`src/rtl/adc_scan_pkg.sv`:
```
package adc_scan_pkg;
   typedef enum logic [0:0] {
      SQ_IDLE = 1'b0,
      SQ_CONV = 1'b1
   } seq_state_t;
endpackage

```
`src/rtl/adc_scan_cfg.sv`:
```
module adc_scan_cfg #(
   parameter int NCHAN  = 12,
   parameter int TSEL_W = 3
) (
   input  logic              clk,
   input  logic              rst_n,
   input  logic              we,
   input  logic [NCHAN-1:0]  wr_mask,
   input  logic [TSEL_W-1:0] wr_sel,
   input  logic              wr_pol,
   input  logic              wr_byp,
   input  logic              wr_en,
   output logic [NCHAN-1:0]  mask_q,
   output logic [TSEL_W-1:0] sel_q,
   output logic              pol_q,
   output logic              byp_q,
   output logic              en_q
);
   initial begin
      assert (NCHAN > 0) else $error("NCHAN must be positive");
      assert (TSEL_W > 0) else $error("TSEL_W must be positive");
   end

   logic open_w;
   assign open_w = we & ~en_q;

   always_ff @(posedge clk or negedge rst_n) begin
      if (!rst_n) begin
         mask_q <= '0;
         sel_q  <= '0;
         pol_q  <= 1'b0;
         byp_q  <= 1'b0;
         en_q   <= 1'b0;
      end else begin
         if (open_w) begin
            mask_q <= wr_mask;
            sel_q  <= wr_sel;
            pol_q  <= wr_pol;
         end
         if (we) begin
            byp_q <= wr_byp;
            en_q  <= wr_en;
         end
      end
   end


   mask_frozen_chk: assert property (@(posedge clk) disable iff (!rst_n)
      $past(en_q) |-> ($stable(mask_q) && $stable(sel_q) && $stable(pol_q)));
endmodule

```
`src/rtl/adc_scan_trig.sv`:
```
module adc_scan_trig #(
   parameter int NTRIG       = 8,
   parameter int SYNC_STAGES = 2,
   localparam int TSEL_W     = (NTRIG > 1) ? $clog2(NTRIG) : 1
) (
   input  logic              clk,
   input  logic              rst_n,
   input  logic [NTRIG-1:0]  hw_trig,
   input  logic [TSEL_W-1:0] sel,
   input  logic              pol,
   input  logic              byp,
   input  logic              en,
   output logic              launch
);
   initial begin
      assert (SYNC_STAGES >= 2) else $error("SYNC_STAGES must be at least 2");
      assert (NTRIG >= 1) else $error("NTRIG must be at least 1");
   end

   logic [SYNC_STAGES-1:0][NTRIG-1:0] chain_q;

   always_ff @(posedge clk or negedge rst_n) begin
      if (!rst_n) chain_q <= '0;
      else        chain_q <= {chain_q[SYNC_STAGES-2:0], hw_trig};
   end

   logic cond, lvl, prev_q, arm_q;
   assign cond = byp ? hw_trig[sel] : chain_q[SYNC_STAGES-1][sel];
   assign lvl  = pol ? cond : ~cond;

   always_ff @(posedge clk or negedge rst_n) begin
      if (!rst_n) begin
         prev_q <= 1'b0;
         arm_q  <= 1'b0;
      end else begin
         prev_q <= lvl;
         arm_q  <= en;
      end
   end

   assign launch = en & arm_q & lvl & ~prev_q;


   single_edge_chk: assert property (@(posedge clk) disable iff (!rst_n)
      launch |=> !launch);
endmodule

```
`src/rtl/adc_scan_fsm.sv`:
```
module adc_scan_fsm
   import adc_scan_pkg::*;
#(
   parameter int NCHAN  = 12,
   parameter int RES_W  = 12,
   localparam int CH_W  = (NCHAN > 1) ? $clog2(NCHAN) : 1
) (
   input  logic             clk,
   input  logic             rst_n,
   input  logic             start,
   input  logic [NCHAN-1:0] mask,
   output logic             conv_req,
   output logic [CH_W-1:0]  conv_chan,
   input  logic             conv_done,
   input  logic [RES_W-1:0] conv_result,
   output logic             res_valid,
   output logic [CH_W-1:0]  res_chan,
   output logic [RES_W-1:0] res_data,
   output logic             scan_done
);
   function automatic logic [CH_W-1:0] lowest(input logic [NCHAN-1:0] m);
      logic [CH_W-1:0] r;
      r = '0;
      for (int i = NCHAN - 1; i >= 0; i--) begin
         if (m[i]) r = CH_W'(i);
      end
      return r;
   endfunction

   seq_state_t       st_q;
   logic [NCHAN-1:0] pend_q, pend_nx;
   logic [CH_W-1:0]  chan_q;

   assign pend_nx = pend_q & ~(NCHAN'(1) << chan_q);

   always_ff @(posedge clk or negedge rst_n) begin
      if (!rst_n) begin
         st_q      <= SQ_IDLE;
         pend_q    <= '0;
         chan_q    <= '0;
         res_valid <= 1'b0;
         res_chan  <= '0;
         res_data  <= '0;
         scan_done <= 1'b0;
      end else begin
         res_valid <= 1'b0;
         scan_done <= 1'b0;
         case (st_q)
            SQ_IDLE: begin
               if (start) begin
                  if (mask == '0) begin
                     scan_done <= 1'b1;
                  end else begin
                     pend_q <= mask;
                     chan_q <= lowest(mask);
                     st_q   <= SQ_CONV;
                  end
               end
            end
            SQ_CONV: begin
               if (conv_done) begin
                  res_valid <= 1'b1;
                  res_chan  <= chan_q;
                  res_data  <= conv_result;
                  pend_q    <= pend_nx;
                  if (pend_nx == '0) begin
                     st_q      <= SQ_IDLE;
                     scan_done <= 1'b1;
                  end else begin
                     chan_q <= lowest(pend_nx);
                  end
               end
            end
            default: st_q <= SQ_IDLE;
         endcase
      end
   end

   assign conv_req  = (st_q == SQ_CONV);
   assign conv_chan = chan_q;


   chan_hold_chk: assert property (@(posedge clk) disable iff (!rst_n)
      (conv_req && !conv_done) |=> (conv_req && $stable(conv_chan)));

   res_after_done_chk: assert property (@(posedge clk) disable iff (!rst_n)
      res_valid |-> $past(conv_done));

   done_not_busy_chk: assert property (@(posedge clk) disable iff (!rst_n)
      !(scan_done && conv_req));

   req_enabled_chk: assert property (@(posedge clk) disable iff (!rst_n)
      conv_req |-> pend_q[conv_chan]);
endmodule

```
`src/rtl/adc_scan_seq.sv`:
```
module adc_scan_seq #(
   parameter int NCHAN       = 12,
   parameter int NTRIG       = 8,
   parameter int RES_W       = 12,
   parameter int SYNC_STAGES = 2,
   localparam int CH_W       = (NCHAN > 1) ? $clog2(NCHAN) : 1,
   localparam int TSEL_W     = (NTRIG > 1) ? $clog2(NTRIG) : 1
) (
   input  logic              clk,
   input  logic              rst_n,
   input  logic              cfg_we,
   input  logic [NCHAN-1:0]  cfg_mask,
   input  logic [TSEL_W-1:0] cfg_trig_sel,
   input  logic              cfg_trig_pol,
   input  logic              cfg_sync_byp,
   input  logic              cfg_enable,
   input  logic              sw_start,
   input  logic [NTRIG-1:0]  hw_trig,
   output logic              conv_req,
   output logic [CH_W-1:0]   conv_chan,
   input  logic              conv_done,
   input  logic [RES_W-1:0]  conv_result,
   output logic              res_valid,
   output logic [CH_W-1:0]   res_chan,
   output logic [RES_W-1:0]  res_data,
   output logic              scan_done
);
   initial begin
      assert (RES_W > 0) else $error("RES_W must be positive");
   end

   logic [NCHAN-1:0]  mask_q;
   logic [TSEL_W-1:0] sel_q;
   logic              pol_q, byp_q, en_q, hw_launch, start;

   adc_scan_cfg #(.NCHAN(NCHAN), .TSEL_W(TSEL_W)) u_cfg (
      .clk(clk), .rst_n(rst_n), .we(cfg_we),
      .wr_mask(cfg_mask), .wr_sel(cfg_trig_sel), .wr_pol(cfg_trig_pol),
      .wr_byp(cfg_sync_byp), .wr_en(cfg_enable),
      .mask_q(mask_q), .sel_q(sel_q), .pol_q(pol_q), .byp_q(byp_q), .en_q(en_q)
   );

   adc_scan_trig #(.NTRIG(NTRIG), .SYNC_STAGES(SYNC_STAGES)) u_trig (
      .clk(clk), .rst_n(rst_n), .hw_trig(hw_trig), .sel(sel_q),
      .pol(pol_q), .byp(byp_q), .en(en_q), .launch(hw_launch)
   );

   assign start = hw_launch | (sw_start & en_q);

   adc_scan_fsm #(.NCHAN(NCHAN), .RES_W(RES_W)) u_fsm (
      .clk(clk), .rst_n(rst_n), .start(start), .mask(mask_q),
      .conv_req(conv_req), .conv_chan(conv_chan), .conv_done(conv_done),
      .conv_result(conv_result), .res_valid(res_valid), .res_chan(res_chan),
      .res_data(res_data), .scan_done(scan_done)
   );


   no_start_disabled_chk: assert property (@(posedge clk) disable iff (!rst_n)
      (!en_q && !conv_req) |=> !conv_req);
endmodule

```
`config.mk`:
```
export PLATFORM = sky130hd
export DESIGN_NAME = adc_scan_seq
export DESIGN_NICKNAME = d
export VERILOG_FILES = /design/src/rtl/adc_scan_pkg.sv /design/src/rtl/adc_scan_cfg.sv /design/src/rtl/adc_scan_trig.sv /design/src/rtl/adc_scan_fsm.sv /design/src/rtl/adc_scan_seq.sv
export SDC_FILE = /design/constraint.sdc
export NUM_CORES = 1
export LEC_CHECK = 0
export BUFFER_PORTS_ARGS = -buffer_cell sky130_fd_sc_hd__buf_2
export CAP_MARGIN = 20
export CORE_ASPECT_RATIO = 1.4
export CORE_MARGIN = 5
export CORE_UTILIZATION = 45
export DETAILED_ROUTE_END_ITERATION = 10
export PLACE_DENSITY = 0.7
export RECOVER_POWER = 100
export REMOVE_ABC_BUFFERS = 1
export SETUP_SLACK_MARGIN = 0.15
export SKIP_CTS_REPAIR_TIMING = 1
export SYNTH_ARGS = -nofsm -noshare
export SYNTH_HDL_FRONTEND = slang
export SYNTH_SLANG_ARGS = --single-unit
```
`constraint.sdc`:
```
create_clock -name clk -period 5.5 [get_ports clk]
set_input_delay 0.55 -clock clk [delete_from_list [all_inputs] [get_ports clk]]
set_output_delay 0.55 -clock clk [all_outputs]
set_load 0.03 [all_outputs]
```
After elaboration in Yosys (flattened, before gate mapping)
Cells that the tools add are included.

cells by class
  add/sub/neg operators = 0
  multipliers = 0
  divide/modulo/power cells = 0
  order comparisons = 1
  eq/ne operators = 4
  shift-type cells = 1
  muxes and demuxes = 51
  bitwise gates (word level) = 12
  reduce and logical (&&, ||, !) cells = 5

operator list
  kind                                                                   count
  4-bit two-way mux                                                      28
  12-bit two-way mux                                                     3
  12-bit zero test                                                       2
  12-bit case mux with 2 select lines                                    1
  1-bit two-way mux                                                      14
  12-bit bitwise AND                                                     1
  12-bit NOT                                                             1
  1-bit by 4-bit left shift with 12-bit output (first input constant)    1
  2-bit inequality test (second input constant)                          4
  4-bit case mux with 2 select lines                                     1
  1-bit binary-select mux with 3-bit select                              2
  1-bit bitwise AND                                                      5
  3-bit by 4-bit < comparator with 1-bit output (second input constant)  1
  1-bit NOT                                                              4
  1-bit case mux with 2 select lines                                     2
  4-bit AND reduction                                                    1
  3-bit AND reduction                                                    1
  2-bit AND reduction                                                    1
  1-bit OR                                                               1

word-level totals
  register bits = 71
  latch bits = 0
  bits in writable memories = 0
  bits in read-only memories = 0
  input bits = 43
  output and inout bits = 23
  logic and storage cells = 90
  memories kept = 0

Logic depth before layout (Yosys ltp)
Gate-level depths: netlist of the first run.

  word-level depth = 18
  mapped depth = 9
  gate-level depth less buffers = 7

Cells and area by module
From an unflattened synthesis of the first run, not the netlist that was laid out.

second synthesis, totals
  cells, all modules = 272
  area, all modules = 3333.2 um^2

by module, submodules not included
  module         instances  cells an instance  area an instance (um^2)  sequential area each (um^2)
  adc_scan_fsm   1          207                1985.7                   875.8
  adc_scan_cfg   1          39                 735.7                    450.4
  adc_scan_trig  1          25                 604.3                    450.4
  adc_scan_seq   1          1                  7.5                      0.0

Worst setup path before layout of the first run
Ideal clock, no wire load.

  path type = reg2reg
  start point = register u_fsm.chan_q[0] (netlist: u_fsm.conv_chan[0])
  end point = register u_fsm.chan_q[0] (netlist: u_fsm.conv_chan[0])
  setup time = 0.125 ns
  arrival = 2.102 ns
  data required time = 5.375 ns
  slack = 3.273 ns
  cell stages (with the launch flop) = 8
  buffers on the path = 1
  clock period less this slack = 2.227 ns
  path through = dfrtp_1 > buf_2 > mux2i_1 > a31oi_1 > nor4_2 > a21oi_1 > o21bai_2 > mux2_2

on the way
  longest elaborated chain between the ends = 18
  elaborated cells on any way between the ends = 21
  those cells by class = 1 x eq/ne; 1 x shift; 15 x mux; 2 x bitwise; 2 x reduce/logical

RTL lines
  element                                           line                RTL
  from (decl)                                       adc_scan_fsm.sv:32  logic [CH_W-1:0] chan_q;
  from (signal assigned)                            adc_scan_fsm.sv:55  chan_q <= lowest(mask);
  from (signal assigned)                            adc_scan_fsm.sv:70  chan_q <= lowest(pend_nx);
  1-bit by 4-bit left shift with 12-bit output (*)  adc_scan_fsm.sv:34  assign pend_nx = pend_q & ~(NCHAN'(1) << chan_q);
  12-bit NOT (*)                                    adc_scan_fsm.sv:34
  12-bit bitwise AND (*)                            adc_scan_fsm.sv:34
  4-bit two-way mux (12 in a row)                   adc_scan_fsm.sv:25  if (m[i]) r = CH_W'(i);
  4-bit two-way mux                                 adc_scan_fsm.sv:66  if (pend_nx == '0) begin
  4-bit two-way mux                                 adc_scan_fsm.sv:61  if (conv_done) begin
  4-bit case mux with 2 select lines                adc_scan_fsm.sv:48  case (st_q)

Mark *: on every way between the ends. The rest lies on a longest branch, timed or not. The select of a mux whose other input is x is not followed.
A chain may end at the register's enable or synchronous reset.

Worst setup path in the final report of the first run
  start point = register u_fsm.chan_q[0] (netlist: u_fsm.conv_chan[0])
  end point = register u_fsm.chan_q[1] (netlist: u_fsm.conv_chan[1])

The elaborated chain is that of the path after synthesis.

==> results of run 1 <==
[worst paths after layout]
| path | endpoint | startpoint |
|---|---|---|
| max | u_fsm.conv_chan[1] | u_fsm.conv_chan[0] |
| min reg2reg | u_trig.chain_q[12] | u_trig.chain_q[4] |
| min | u_trig.chain_q[3] | hw_trig[3] |
| max reg2reg | u_fsm.conv_chan[1] | u_fsm.conv_chan[0] |
| min in group asynchronous | u_fsm.res_data[2] | rst_n |
| max in group asynchronous | u_cfg.en_q | rst_n |
[synthesized netlist by cell type, drive strengths merged, types with 2 or more instances]
master	instances	area, sq um
nand3b	6	45.0
nand2b	2	12.5
o22a	2	17.5
dfrtp	71	1780
nor2b	4	25.0
buf	10	56.3
o21bai	2	18.8
nor3	5	25.0
nand2	19	71.3
inv	8	30.0
a221oi	2	23.8
a221o	3	30.0
and3	2	12.5
mux2	35	394
nand3	6	30.0
a21oi	9	45.0
a22o	4	35.0
o21ai	20	100
nor3b	2	15.0
or3	4	25.0
mux2i	13	130
o31a	2	17.5
clkbuf	5	18.8
or2	3	18.8
nor2	23	88.8
a31oi	7	50.1
o32ai	2	17.5
o211ai	3	27.5
nand4	4	25.0
[sequential cells by signal, indices dropped and copies added, names as in the netlist]
| signal | cells |
|---|---|
| u_fsm.res_data | 12 |
| u_cfg.mask_q | 12 |
| u_cfg.sel_q | 3 |
| u_cfg.en_q | 1 |
| u_fsm.pend_q | 12 |
| u_fsm.res_valid | 1 |
| u_fsm.scan_done | 1 |
| u_fsm.res_chan | 4 |
| u_trig.arm_q | 1 |
| u_fsm.conv_chan | 4 |
| u_cfg.pol_q | 1 |
| u_trig.chain_q | 16 |
| u_trig.prev_q | 1 |
| u_cfg.byp_q | 1 |
| u_fsm.conv_req | 1 |
[area by class of cell]
class | instances | share of cell area (%)
Sequential cell | 71 | 45.4
Multi-Input combinational cell | 202 | 36.8
Timing Repair Buffer | 67 | 7.68
Clock buffer | 13 | 3.81
Tap cell | 97 | 3.10
Clock inverter | 3 | 2.30
Inverter | 9 | 0.864
[layout by cell type (no fill, tap or decap), types with 7 or more instances in the layout]
master	instances
sky130_fd_sc_hd__mux2i_1	13
sky130_fd_sc_hd__nor2_1	22
sky130_fd_sc_hd__buf_2	36
sky130_fd_sc_hd__clkbuf_1	33
sky130_fd_sc_hd__dfrtp_1	71
sky130_fd_sc_hd__o21ai_0	20
sky130_fd_sc_hd__clkbuf_8	10
sky130_fd_sc_hd__mux2_2	35
sky130_fd_sc_hd__a31oi_1	7
sky130_fd_sc_hd__a21oi_1	9
sky130_fd_sc_hd__inv_1	8
sky130_fd_sc_hd__nand2_1	19
[cell families (layout without fill, tap and decap cells)]
group                     Yosys count  after routing
buffers and inverters              24             92
AOI/OAI and AO/OA                  70             70
xor gates and xnor gates            1              1
muxes                              48             48
DFF                                71             71
and+or+nand+nor                    83             83
[per-layer routing]
metal / vias up / global-route usage [%] / routed length (um)
li1: 1224 / - / -
met1: 1289 / 19.9 / 3090
met2: 119 / 27.5 / 3850
met3: 21 / 3.01 / 457
met4: 0 / 9.38 / 160
met5: - / 0 / 0
[report_power, final]
group / total [uW] / leakage, uW / internal, uW / switching (uW)
Clock: 500 / 0.000118 / 315 / 186
Sequential: 834 / 0.000841 / 647 / 187
Combinational: 693 / 0.000714 / 303 / 389
[metrics by stage]
step | instances | hold WS (ns) | setup slack, ns
after floorplan | 282 | 0.254 | 2.98
after global placement | 446 | 0.332 | 2.96
after detailed placement | 446 | 0.336 | 2.88
after CTS | 462 | 0.302 | 2.85
after global routing | 462 | 0.309 | 2.38
final | 462 | 0.321 | 2.61
==> flow_metrics.tcl, run 1 <==
set metrics [dict create \
    outcome "finished, final reports clean" \
    design_power_total_uw 2030 \
    cp.depth 6 \
    global_route.overflow_total 0 \
    synthDistinctLibCells 57 \
    holdPathStages 1 \
    final_util_pct 53.5 \
    cts-htree-levels 3 \
    via_count 2653 \
    cp_top_family "flip-flops" \
    std_cell_rows 37 \
    synth_xor_area_share_pct 0.260 \
    cts_inserted_buffers 9 \
    worst-endpoint-required_ns 5.73 \
    multiInputGateArea_sq_mm 0.00144 \
    arrival_ns 3.11 \
    most_used_flip_flop_cell_after_synthesis "sky130_fd_sc_hd__dfrtp_1" \
    ys_ff_latch 71 \
    timing.reg2reg.setup_slack_ns 2.61 \
    grt_setup_unrepaired "false" \
    grt_usage_pct 16.5 \
    timing.critical_path.fanout_max 22 \
    max_stage_delay_ns 0.83 \
    post-dp-hpwl_um 5370 \
    p_leak_uw 0.00167 \
    n_antenna_cell 0 \
    critPathBufInv 0 \
    syn_area_sq_mm 0.00337 \
    place.gp.congestion 0.898 \
    placeableCoreArea_sq_mm 0.00731 \
    holdCritPathClass "input pin to flop" \
    place.port_buffers 65 \
    setup-tns-final_ns 0 \
    die_h_um 112 \
    timing.slew.headroom_pct 35.2 \
    basic_gate_share_of_the_synthesized_area_counting_and_or_nand_and_nor_cells_pct 13.1 \
    clkSlewWorstSetupHoldPaths_ns 0.08 \
    timing.max_cap.violations 0 \
    final_setup_skew_ns 0.0145 \
    min_period_over_period_pct 52.5 \
    grt_start_max_net_pins 72 \
    power_density_mw_per_mm2 518 \
    top_level_ports 66 \
    cp_slowest_cell "sky130_fd_sc_hd__dfrtp_1" \
    number_of_pins_with_negative_max_slew_slack_in_the_final_report 0 \
    antenna_found_initial 0 \
    max_freq_mhz 346 \
    startpoint_type "flop" \
    worst_slew_pin_slew_ns 0.972 \
    layout.area.seq_sq_mm 0.00178 \
    timing.reg2reg.worst_path_depth 6 \
    worst_skew_pair.late_latency_ns 0.35 \
    synthAdderAreaFrac_pct 0 \
    initial_standard_cell_utilization_of_the_core_pct 46.0 \
    die-width_um 83.1 \
    drt-total-wl_um 7550 \
    asyncSetResetFlopFracSynth_pct 100 \
    synth-warning-count 0 \
    tritoncts "built" \
    timing.final.setup_violations 0 \
    drt_drc_violations_left 0 \
    instance_area_after_placement_sq_mm 0.00375 \
    critPathMostFrequentCell "sky130_fd_sc_hd__mux2_2" \
    synth_top_family_by_area "multiplexers" \
    drive_above_1_share_pct 24.9 \
    detailed_route_wire_length_per_cell_um 16.3 \
    filler_cell_count 687 \
    synth_compound_area_share_pct 15.1 \
    floorplan.die_area_sq_mm 0.00934 \
    final_antenna_net_count 0 \
    worstSetupEndpointType "flop" \
    avgViaCountPerCell 5.74 \
    postSynthCellCount 297 \
    dr.pass1.iters 5 \
    final.min_clock_period_ns 2.89 \
    detailed_route_iter0_violations 275 \
    critical_path.cell_chain "mux2_2 > o32a_1 > nor4_1 > a21oi_1 > o21bai_1 > mux2_2" \
    clock_sinks 71 \
    syn_area_per_cell_sq_um 11.3 \
    grt_pass1_wl_um 12400 \
    vdd_ir_drop_max_uv 259 \
    yosysSeqAreaShare_pct 52.8 \
    final_hold_viol_count 0 \
    post-route-cell-area_sq_mm 0.00391 \
    synth.mux.area_fraction_pct 15.6 \
    clock_tree_buf_depth 2 \
    clk_root_buffer_cell "sky130_fd_sc_hd__clkbuf_8" \
    finalNetCount 403 \
    criticalPathCategory "flop to flop" \
    first_global_vias 2486 \
    syn_to_final_growth_pct 16.2 \
    number_of_synthesized_flops_with_an_enable_pin 0 \
]
Power figures use the tool's default switching activity.
==> run 2, diff against run 1 <==
--- a/config.mk
+++ b/config.mk
@@ -5,13 +5,14 @@
 export SDC_FILE = /design/constraint.sdc
 export NUM_CORES = 1
 export LEC_CHECK = 0
+export ABC_AREA = 1
 export BUFFER_PORTS_ARGS = -buffer_cell sky130_fd_sc_hd__buf_2
 export CAP_MARGIN = 20
 export CORE_ASPECT_RATIO = 1.4
 export CORE_MARGIN = 5
 export CORE_UTILIZATION = 45
 export DETAILED_ROUTE_END_ITERATION = 10
-export PLACE_DENSITY = 0.7
+export PLACE_DENSITY = 0.73
 export RECOVER_POWER = 100
 export REMOVE_ABC_BUFFERS = 1
 export SETUP_SLACK_MARGIN = 0.15
==> constraint.sdc (replaced) <==
create_clock -name clk -period 2.62 [get_ports clk]
set_input_delay 0.262 -clock clk [delete_from_list [all_inputs] [get_ports clk]]
set_output_delay 0.262 -clock clk [all_outputs]
set_load 0.03 [all_outputs]
==> run 2 against run 1 <==
The run now ends with capacitance limit, slew limit left. Combinational power rose by 30%. Count of clock-buffer cells in the layout is 1 lower. Total power is 61% higher. Flip-flop and latch count did not move. Register-to-register slack got worse by 2.1 ns. Area after synthesis fell by 5.2%. Via count about the same. Worst hold slack got worse by 0.29 ns. Die area is 4.7% lower. Synthesized cell count increased by 30%.
==> flow_metrics.tcl, run 2 <==
set metrics [dict create \
    detailed_route_wire_length_per_cell_um 12.4 \
    synthDistinctLibCells 25 \
    std_cell_rows 36 \
    final_util_pct 54.4 \
    grt_start_max_net_pins 45 \
    yosysSeqAreaShare_pct 55.7 \
    number_of_pins_with_negative_max_slew_slack_in_the_final_report 28 \
    final_setup_skew_ns 0.00417 \
    floorplan.die_area_sq_mm 0.00890 \
    outcome "finished with violations" \
    synth_largest_area_cell "sky130_fd_sc_hd__dfrtp_1" \
    grt_setup_unrepaired "false" \
    synth-warning-count 0 \
    synth_top_cells_by_area "sky130_fd_sc_hd__dfrtp_1, sky130_fd_sc_hd__nand2_1, sky130_fd_sc_hd__nor2_1, sky130_fd_sc_hd__a21oi_1, sky130_fd_sc_hd__inv_1" \
    p_leak_uw 0.00188 \
    criticalPathCategory "flop to flop" \
    worst-endpoint-required_ns 2.86 \
    worst_slew_pin_slew_ns 1.51 \
    via_count 2651 \
    power_density_mw_per_mm2 862 \
    grt_pass1_wl_um 12100 \
    top_level_ports 66 \
    syn_area_sq_mm 0.00319 \
    max_freq_mhz 474 \
    synthMostInstantiatedCell "sky130_fd_sc_hd__nand2_1" \
    synth_top_cell_area_share_pct 55.7 \
    dr.pass1.iters 4 \
    failed_checks "capacitance limit, slew limit" \
    timing.slew.headroom_pct -0.694 \
    grt_usage_pct 17.7 \
    vdd_ir_drop_max_uv 506 \
    placeableCoreArea_sq_mm 0.00694 \
    clock_sinks 71 \
    die-width_um 81.2 \
    avgViaCountPerCell 4.78 \
    cts-htree-levels 3 \
    arrival_ns 2.35 \
    post-dp-hpwl_um 5140 \
    postSynthCellCount 387 \
    syn_to_final_growth_pct 18.3 \
    final_hold_viol_count 0 \
    drt_drc_violations_left 0 \
    drive_above_1_share_pct 15.0 \
    initial_standard_cell_utilization_of_the_core_pct 46.0 \
    holdCritPathClass "input pin to flop" \
    final_antenna_net_count 0 \
    most_used_flip_flop_cell_after_synthesis "sky130_fd_sc_hd__dfrtp_1" \
    worst_skew_pair.late_latency_ns 0.35 \
    number_of_synthesized_flops_with_an_enable_pin 0 \
    worstSetupEndpointType "flop" \
    timing.max_cap.violations 1 \
    first_global_vias 2685 \
    cts_inserted_buffers 9 \
    startpoint_type "flop" \
    final.min_clock_period_ns 2.11 \
    global_route.overflow_total 0 \
    clkSlewWorstSetupHoldPaths_ns 0.07 \
    timing.critical_path.fanout_max 27 \
    n_antenna_cell 0 \
    place.port_buffers 65 \
    regMostFlops "u_trig.chain_q" \
    drt-total-wl_um 6910 \
    setup-tns-final_ns 0 \
    detailed_route_iter0_violations 193 \
    clk_root_buffer_cell "sky130_fd_sc_hd__clkbuf_8" \
    syn_area_per_cell_sq_um 8.25 \
    largest_register_ffs 16 \
    clock_tree_buf_depth 2 \
    place.gp.congestion 0.840 \
    timing.final.setup_violations 0 \
    final_common_cell "sky130_fd_sc_hd__nand2_1" \
    min_period_over_period_pct 80.4 \
    die_h_um 110 \
    ys_ff_latch 71 \
    asyncSetResetFlopFracSynth_pct 100 \
    finalNetCount 498 \
    layout.cells.most_common_list "sky130_fd_sc_hd__nand2_1, sky130_fd_sc_hd__dfrtp_1, sky130_fd_sc_hd__nor2_1, sky130_fd_sc_hd__clkbuf_1, sky130_fd_sc_hd__buf_2" \
    antenna_found_initial 0 \
    synth_top_cells_by_count "sky130_fd_sc_hd__nand2_1, sky130_fd_sc_hd__dfrtp_1, sky130_fd_sc_hd__nor2_1, sky130_fd_sc_hd__inv_1, sky130_fd_sc_hd__a21oi_1" \
    tritoncts "built" \
]
[run 2: cell count changes after synthesis, sizes merged, moves of 6 or more]
cell	previous run	this run
nor2	23	43
nand2	19	128
nand3b	6	0
nand3	6	25
mux2	35	3
a21oi	9	27
inv	8	36
o21ai	20	32
buf	10	4
mux2i	13	0
[run 2: final timing paths]
check                             startpoint            endpoint  slack (ns)  depth (start not counted)
max                           u_fsm.conv_req   u_fsm.res_data[0]        0.51                          6
min                               hw_trig[0]   u_trig.chain_q[0]        0.03                          1
max reg2reg                   u_fsm.conv_req   u_fsm.res_data[0]        0.51                          6
min reg2reg                u_trig.chain_q[2]  u_trig.chain_q[10]        0.35                          0
max in group asynchronous              rst_n  u_fsm.conv_chan[2]        0.88                          3
min in group asynchronous              rst_n   u_trig.chain_q[1]        0.82                          2
[run 2: critical path: stages (launching register included)]
cell	delay, ns
sky130_fd_sc_hd__dfrtp_1	0.36
sky130_fd_sc_hd__buf_4	0.21
sky130_fd_sc_hd__nand2_1	0.14
sky130_fd_sc_hd__clkbuf_1	0.66
sky130_fd_sc_hd__inv_1	0.41
sky130_fd_sc_hd__nand2_1	0.15
sky130_fd_sc_hd__nand2_1	0.06
[run 2: stage by stage]
| step | hold WS (ns) | area (sq um) | cells | worst slack, ns | power, uW |
|---|---|---|---|---|---|
| finish | 0.0285 | 3770 | 555 | 0.512 | 3260 |
| global route | 0.00989 | 3770 | 555 | 0.224 | 3490 |
| CTS | -0.0700 | 3820 | 554 | 0.633 | 3300 |
| detailed placement | 0.316 | 3610 | 538 | 0.657 | 2390 |
| global placement | 0.305 | 3610 | 538 | 0.679 | 2370 |
| floorplan | -0.0336 | 3120 | 374 | 0.576 | 2110 |
[run 2: cells by family after synthesis]
family | after synthesis | share of synthesized area, %
and+or+nand+nor | 200 | 26.3
buffers and inverters | 49 | 6.47
muxes | 3 | 1.06
DFF | 71 | 55.7
AOI/OAI and AO/OA | 64 | 10.5
[run 2: power by group]
| group | switching [uW] | total [uW] | internal [uW] |
|---|---|---|---|
| clock | 407 | 900 | 493 |
| combinational | 604 | 899 | 295 |
| sequential | 165 | 1460 | 1290 |
[run 2: final cells by class]
class                      instances  area [sq um]
tap                               95           119
fill                             716          3160
inverter                          36           138
timing repair buffer              70           332
clock inverter                     4          53.8
multi-input combinational        267          1200
clock buffer                      12           155
sequential                        71          1780
[run 2: per-layer routing]
layer | GRT usage, % | wire length [um]
met5 | 0 | 0
met4 | 6.28 | 117
met3 | 5.16 | 274
met2 | 30.4 | 3570
met1 | 20.8 | 2950
